## src/rtl/trec_pkg.sv

```systemverilog
// Package: default sizing shared by the recovery controller and its bench.
// Assumes four reporting stages (writeback never reports).
package trec_pkg;
    localparam int unsigned TREC_NSTG = 4;   // fetch, decode, execute, memory-read
    localparam int unsigned TREC_PCW  = 16;  // PC width carried by requests
    localparam int unsigned TREC_CNTW = 8;   // recovery counter width
endpackage

```

## src/rtl/trec_oldest_pick.sv

```systemverilog
// Module: trec_oldest_pick
// Picks the highest-index (closest to writeback, hence oldest) set bit of
// a request vector. Purely combinational; any_o is low when nothing is set
// and idx_o is then zero.
module trec_oldest_pick #(
    parameter int unsigned N  = 4,
    localparam int unsigned IW = (N > 1) ? $clog2(N) : 1
) (
    input  logic [N-1:0]  req_i,
    output logic          any_o,
    output logic [IW-1:0] idx_o
);
    // Scan upward so the last (highest) set bit wins.
    always_comb begin
        idx_o = '0;
        for (int k = 0; k < N; k++) begin
            if (req_i[k]) idx_o = IW'(k);
        end
    end

    // Any request present at all.
    assign any_o = |req_i;
endmodule

```

## src/rtl/trec_flush_ctrl.sv

```systemverilog
// Module: trec_flush_ctrl
// Central flush unit. Registers one winning request per cycle. In the
// following cycle it squashes the requesting stage index and every younger
// stage, and redirects fetch to the saved PC. Assumes requests are already
// arbitrated and masked by the caller.
module trec_flush_ctrl #(
    parameter int unsigned N   = 4,
    parameter int unsigned PCW = 16,
    localparam int unsigned IW = (N > 1) ? $clog2(N) : 1
) (
    input  logic           clk,
    input  logic           rst_n,
    input  logic           req_any_i,
    input  logic [IW-1:0]  req_idx_i,
    input  logic [PCW-1:0] req_pc_i,
    output logic [N-1:0]   flush_o,
    output logic           redir_valid_o,
    output logic [PCW-1:0] redir_pc_o
);
    logic           pend_v;
    logic [IW-1:0]  pend_idx;
    logic [PCW-1:0] pend_pc;

    // Capture the winning request for action in the next cycle.
    always_ff @(posedge clk) begin
        if (!rst_n) begin
            pend_v   <= 1'b0;
            pend_idx <= '0;
            pend_pc  <= '0;
        end else begin
            pend_v   <= req_any_i;
            pend_idx <= req_idx_i;
            pend_pc  <= req_pc_i;
        end
    end

    // One squash bit per stage: set for the failing index and all younger.
    for (genvar k = 0; k < N; k++) begin : g_flush
        assign flush_o[k] = pend_v && (int'(pend_idx) >= k);
    end

    assign redir_valid_o = pend_v;
    assign redir_pc_o    = pend_pc;

    // The squash mask always covers a contiguous run starting at fetch.
    p_flush_contig_r5: assert property (@(posedge clk) disable iff (!rst_n)
        $onehot0(flush_o + N'(1)));

    // A redirect always squashes fetch as well.
    p_flush_if_r5: assert property (@(posedge clk) disable iff (!rst_n)
        redir_valid_o |-> flush_o[0]);
endmodule

```

## src/rtl/trec_event_cnt.sv

```systemverilog
// Module: trec_event_cnt
// Wrapping counter of recovery events; counts one per asserted inc_i cycle.
module trec_event_cnt #(
    parameter int unsigned W = 8
) (
    input  logic         clk,
    input  logic         rst_n,
    input  logic         inc_i,
    output logic [W-1:0] cnt_o
);
    // Advance by one on each recovery, wrapping at 2^W.
    always_ff @(posedge clk) begin
        if (!rst_n)     cnt_o <= '0;
        else if (inc_i) cnt_o <= cnt_o + W'(1);
    end

    p_cnt_inc_r8: assert property (@(posedge clk) disable iff (!rst_n)
        inc_i |=> cnt_o == $past(cnt_o) + W'(1));

    p_cnt_hold_r8: assert property (@(posedge clk) disable iff (!rst_n)
        !inc_i |=> $stable(cnt_o));
endmodule

```

## src/rtl/terr_recovery.sv

```systemverilog
// Module: terr_recovery
// Distributed timing-error recovery for an in-order pipeline. Each valid
// stage that reports an error bubbles its own output in the same cycle.
// The oldest such stage sends its index and PC to the flush unit, which
// squashes it and all younger stages in the next cycle and restarts fetch
// at that PC. Assumes stage 0 is fetch and higher indices are older.
module terr_recovery #(
    parameter int unsigned NSTG = trec_pkg::TREC_NSTG,
    parameter int unsigned PCW  = trec_pkg::TREC_PCW,
    parameter int unsigned CNTW = trec_pkg::TREC_CNTW
) (
    input  logic                clk,
    input  logic                rst_n,
    input  logic [NSTG-1:0]     stg_err_i,
    input  logic [NSTG-1:0]     stg_valid_i,
    input  logic [NSTG*PCW-1:0] stg_pc_i,
    output logic [NSTG-1:0]     bubble_o,
    output logic [NSTG-1:0]     flush_o,
    output logic                redir_valid_o,
    output logic [PCW-1:0]      redir_pc_o,
    output logic [CNTW-1:0]     recov_cnt_o
);
    localparam int unsigned IW = (NSTG > 1) ? $clog2(NSTG) : 1;

    logic [PCW-1:0] pc_arr [NSTG];
    logic           win_any;
    logic [IW-1:0]  win_idx;
    logic [PCW-1:0] win_pc;

    // Split the packed PC bus into one entry per stage.
    for (genvar k = 0; k < NSTG; k++) begin : g_pc
        assign pc_arr[k] = stg_pc_i[k*PCW +: PCW];
    end

    // Local handling: valid, unsquashed erroring stages bubble right away.
    assign bubble_o = stg_err_i & stg_valid_i & ~flush_o;

    trec_oldest_pick #(.N(NSTG)) i_pick (
        .req_i (bubble_o),
        .any_o (win_any),
        .idx_o (win_idx)
    );

    assign win_pc = pc_arr[win_idx];

    trec_flush_ctrl #(.N(NSTG), .PCW(PCW)) i_flush (
        .clk           (clk),
        .rst_n         (rst_n),
        .req_any_i     (win_any),
        .req_idx_i     (win_idx),
        .req_pc_i      (win_pc),
        .flush_o       (flush_o),
        .redir_valid_o (redir_valid_o),
        .redir_pc_o    (redir_pc_o)
    );

    trec_event_cnt #(.W(CNTW)) i_cnt (
        .clk   (clk),
        .rst_n (rst_n),
        .inc_i (win_any),
        .cnt_o (recov_cnt_o)
    );

    // An empty stage never bubbles.
    p_bubble_needs_valid_r3: assert property (@(posedge clk) disable iff (!rst_n)
        (bubble_o & ~stg_valid_i) == '0);

    // Any local bubble leads to a redirect one cycle later.
    p_redir_after_bubble_r4: assert property (@(posedge clk) disable iff (!rst_n)
        (|bubble_o) |=> redir_valid_o);

    // A quiet cycle is followed by no redirect.
    p_quiet_r9: assert property (@(posedge clk) disable iff (!rst_n)
        !(|bubble_o) |=> !redir_valid_o);

    // Flushed stages never raise a bubble of their own.
    p_masked_r7: assert property (@(posedge clk) disable iff (!rst_n)
        (bubble_o & flush_o) == '0);
endmodule

```

## config.mk

```make
export PLATFORM = sky130hd
export DESIGN_NAME = terr_recovery
export DESIGN_NICKNAME = d
export VERILOG_FILES = /design/src/rtl/trec_pkg.sv /design/src/rtl/trec_oldest_pick.sv /design/src/rtl/trec_flush_ctrl.sv /design/src/rtl/trec_event_cnt.sv /design/src/rtl/terr_recovery.sv
export SDC_FILE = /design/constraint.sdc
export NUM_CORES = 1
export LEC_CHECK = 0
export BUFFER_PORTS_ARGS = -buffer_cell sky130_fd_sc_hd__buf_2
export CORE_ASPECT_RATIO = 0.9
export CORE_MARGIN = 5
export CORE_UTILIZATION = 43
export DETAILED_ROUTE_END_ITERATION = 10
export GPL_ROUTABILITY_DRIVEN = 0
export PLACE_DENSITY = 0.84
export SLEW_MARGIN = 20
export SYNTH_ARGS = -nofsm -noshare
export SYNTH_HDL_FRONTEND = slang
export SYNTH_SLANG_ARGS = --single-unit
```

## constraint.sdc

```tcl
create_clock -name clk -period 2.1 [get_ports clk]
set_input_delay 0.105 -clock clk [delete_from_list [all_inputs] [get_ports clk]]
set_output_delay 0.105 -clock clk [all_outputs]
set_load 0.1 [all_outputs]
```

==> results_dict.tcl <==
set metrics [dict create \
    seq_area_sq_um 542 \
    ioPinCount 107 \
    synth_xor_area_share_pct 0 \
    drive_gt1_share_pct 46.4 \
    pwr-share-seq_pct 38.7 \
    avgViaCountPerCell 5.42 \
    path_max_fanout 23 \
    die_h_microns 65.6 \
    fin_crit_sh_pct 91.2 \
    synth_top_area_share_pct 36.5 \
    synth_edf_count 0 \
    drv_slew 0 \
    async_reset_ff_share_pct 0 \
    r2r_cells 4 \
    hold_path_class "primary input to flop" \
    clkSinkCount 27 \
    hold_end "i_flush.redir_pc_o[0]" \
    crit_path_start_kind "flop" \
    synth_compound_area_share_pct 31.0 \
    synth_mux_area_share_pct 4.06 \
    syn-num-nets 242 \
    portBuffers 106 \
    grt_pass1_vias 1635 \
    r2r-end "i_flush.redir_pc_o[15]" \
    htreeDepth 1 \
    synth-seq-cells 27 \
    clock_skew_ns 0.00561 \
    syn_to_final_growth_pct 39.6 \
    drc 0 \
    slew_headroom_pct 51.9 \
    multiInputGateArea_sq_um 836 \
    syn_area_per_cell_sq_um 8.86 \
    coreArea_sq_mm 0.00335 \
    synth_cell_types 36 \
    wl_microns 4810 \
    setup_violations 0 \
    swShare_pct 43.9 \
    finalCriticalPeriod_ns 1.92 \
    grt_setup_unrepaired "no" \
    diodes 0 \
    cts_buffer_depth 2 \
    netlist_top_cells_area "dfxtp_1 (37%), o2bb2ai_1 (9.5%), a211oi_1 (8.1%)" \
    layout_common_cells "buf_2 (105), dfxtp_1 (26), o21ai_0 (19)" \
    die_area_sq_mm 0.00471 \
    crit_arrival_ns 1.81 \
    yosysWarningCount 0 \
    grt_max_degree 24 \
    clock_power_share_pct 20.1 \
    dp_slack_ns 0.503 \
    outcome "finished, final reports clean" \
    postCtsHoldBufs 0 \
    worst_pin_slew_ns 0.721 \
    setup_slack_ns 0.184 \
    finalHoldViolCount 0 \
    grt_pass1_wl_microns 7760 \
    pwr-share-comb_pct 41.1 \
    p_total_mw 1.47 \
    wire_per_inst_microns 15.5 \
    ys_seq_area_share_pct 36.5 \
    antenna_found_initial 0 \
    p_sw_mw 0.646 \
    r2r_slack_ns 0.51 \
    ctsResizeCount 0 \
    first_pass_iters 4 \
    rows 20 \
    start_util_pct 44.1 \
    fp.dieW_microns 71.8 \
    nets 343 \
    p_per_area_mw_per_mm2 712 \
    clock_latency_ns 0.27 \
    yosys.area_share.simple_pct 20.6 \
    cts_buffers 3 \
    fillers 306 \
    synthCells 167 \
    synth_top_family_by_area "compound AO/OA/AOI/OAI gates" \
    critPathRequiredTime_ns 2.00 \
    postCtsSetupBuffers 0 \
    crit_path_end_kind "primary output" \
    r2r-start "i_flush.pend_idx[0]" \
    finalSetupTns_ns 0 \
    hp-start "stg_pc_i[48]" \
    fmax_ghz 0.522 \
    path_class "flop to primary output" \
    p_int_mw 0.824 \
    clkTransAtPathRegs_ns 0.09 \
    cts_tree "yes" \
    ant_nets 0 \
    synthAdderAreaFrac_pct 0.846 \
    grt.total_usage_pct 20.7 \
    peakVddDrop_v 0.000563 \
    cap_violations 0 \
    cellLeakagePower_nw 1.06 \
    gr-total-overflow 0 \
    vias 1686 \
    yosys.area.top_type "dfxtp_1" \
    dpl.hpwl_microns 3790 \
    final_common_cell "buf_2" \
    synth_area_sq_mm 0.00148 \
    root_buffer "clkbuf_8" \
    ys.flop_type "dfxtp_1" \
    min_path_cells 2 \
    drt-initial-drc-count 98 \
]
[stage by stage]
stage | util, % | instances | hold WS [ns] | area [sq um]
after floorplan | - | 167 | 0.222 | 1480
after global placement | 60.2 | 307 | 0.307 | 2020
after detailed placement | 60.2 | 307 | 0.311 | 2020
after CTS | 61.6 | 311 | 0.0199 | 2060
after global routing | 61.6 | 311 | 0.0227 | 2060
final | 61.6 | 311 | 0.0266 | 2060
[power by group through the flow]
stage | Combinational, mW | Sequential [mW] | Clock, mW
2_1_floorplan | 0.198 | 0.848 | 0
5_1_grt | 0.636 | 0.574 | 0.329
3_5_place_dp | 0.604 | 0.582 | 0
3_3_place_gp | 0.599 | 0.579 | 0
4_1_cts | 0.605 | 0.569 | 0.308
6_report | 0.605 | 0.569 | 0.296
[worst max-delay path by stage]
stage | startpoint | to | slack (ns) | cells past startpoint
global route | i_flush.redir_valid_o | bubble_o[2] | 0.10 | 4
detailed placement | i_flush.redir_valid_o | bubble_o[2] | 0.50 | 4
global placement | i_flush.redir_valid_o | bubble_o[2] | 0.50 | 4
finish | i_flush.redir_valid_o | bubble_o[2] | 0.18 | 4
CTS | i_flush.redir_valid_o | bubble_o[2] | 0.19 | 4
floorplan | i_flush.redir_valid_o | i_cnt.cnt_o[6] | 0.02 | 4
[registers in the layout, indices dropped and copies added, names as in the netlist]
| signal | cells |
|---|---|
| i_flush.redir_pc_o | 16 |
| i_cnt.cnt_o | 8 |
| i_flush.redir_valid_o | 1 |
| i_flush.pend_idx | 2 |
[cells in the mapped netlist (2+ instances only)]
library cell	instances
nor2_1	3
and2_1	4
buf_2	5
a211oi_1	16
a21oi_1	2
dfxtp_1	27
a31oi_1	5
nand4_1	3
nand2_1	8
clkbuf_1	3
o21ai_0	19
mux2i_1	6
o2bb2ai_1	16
and3_1	16
nand3_1	2
buf_6	3
nand3_2	2
inv_1	4
nand2b_1	6
[critical path: stages, from the launching register on]
cell and delay, ns:
dfxtp_2 0.35, and2_4 0.16, or2_4 0.35, inv_4 0.20
buf_2 0.46
[metal layers]
layer	wire length (microns)	global-route usage, %
met1	1940	24.8
met2	2310	35.6
met3	465	5.96
met4	104	6.57
met5	0	0
[logic make-up (layout without fill, tap and decap cells)]
family                   after synthesis  after routing
multiplexers                           6              6
AND/OR/NAND/NOR                       51             51
buffers and inverters                 18            118
adder cells (fa/ha/maj)                1              1
flip-flops                            27             27
AO/OA/AOI/OAI                         64             64
[cell type report]
type / count / area share (%)
clock buffers: 3 / 2.00
clock inverters: 1 / 0.242
inverters: 6 / 1.21
multi-input cells: 122 / 40.5
flip-flops and latches: 27 / 26.2
well taps: 44 / 2.67
repair buffers: 108 / 27.2
Note: power is estimated with default switching activity, not from simulation.
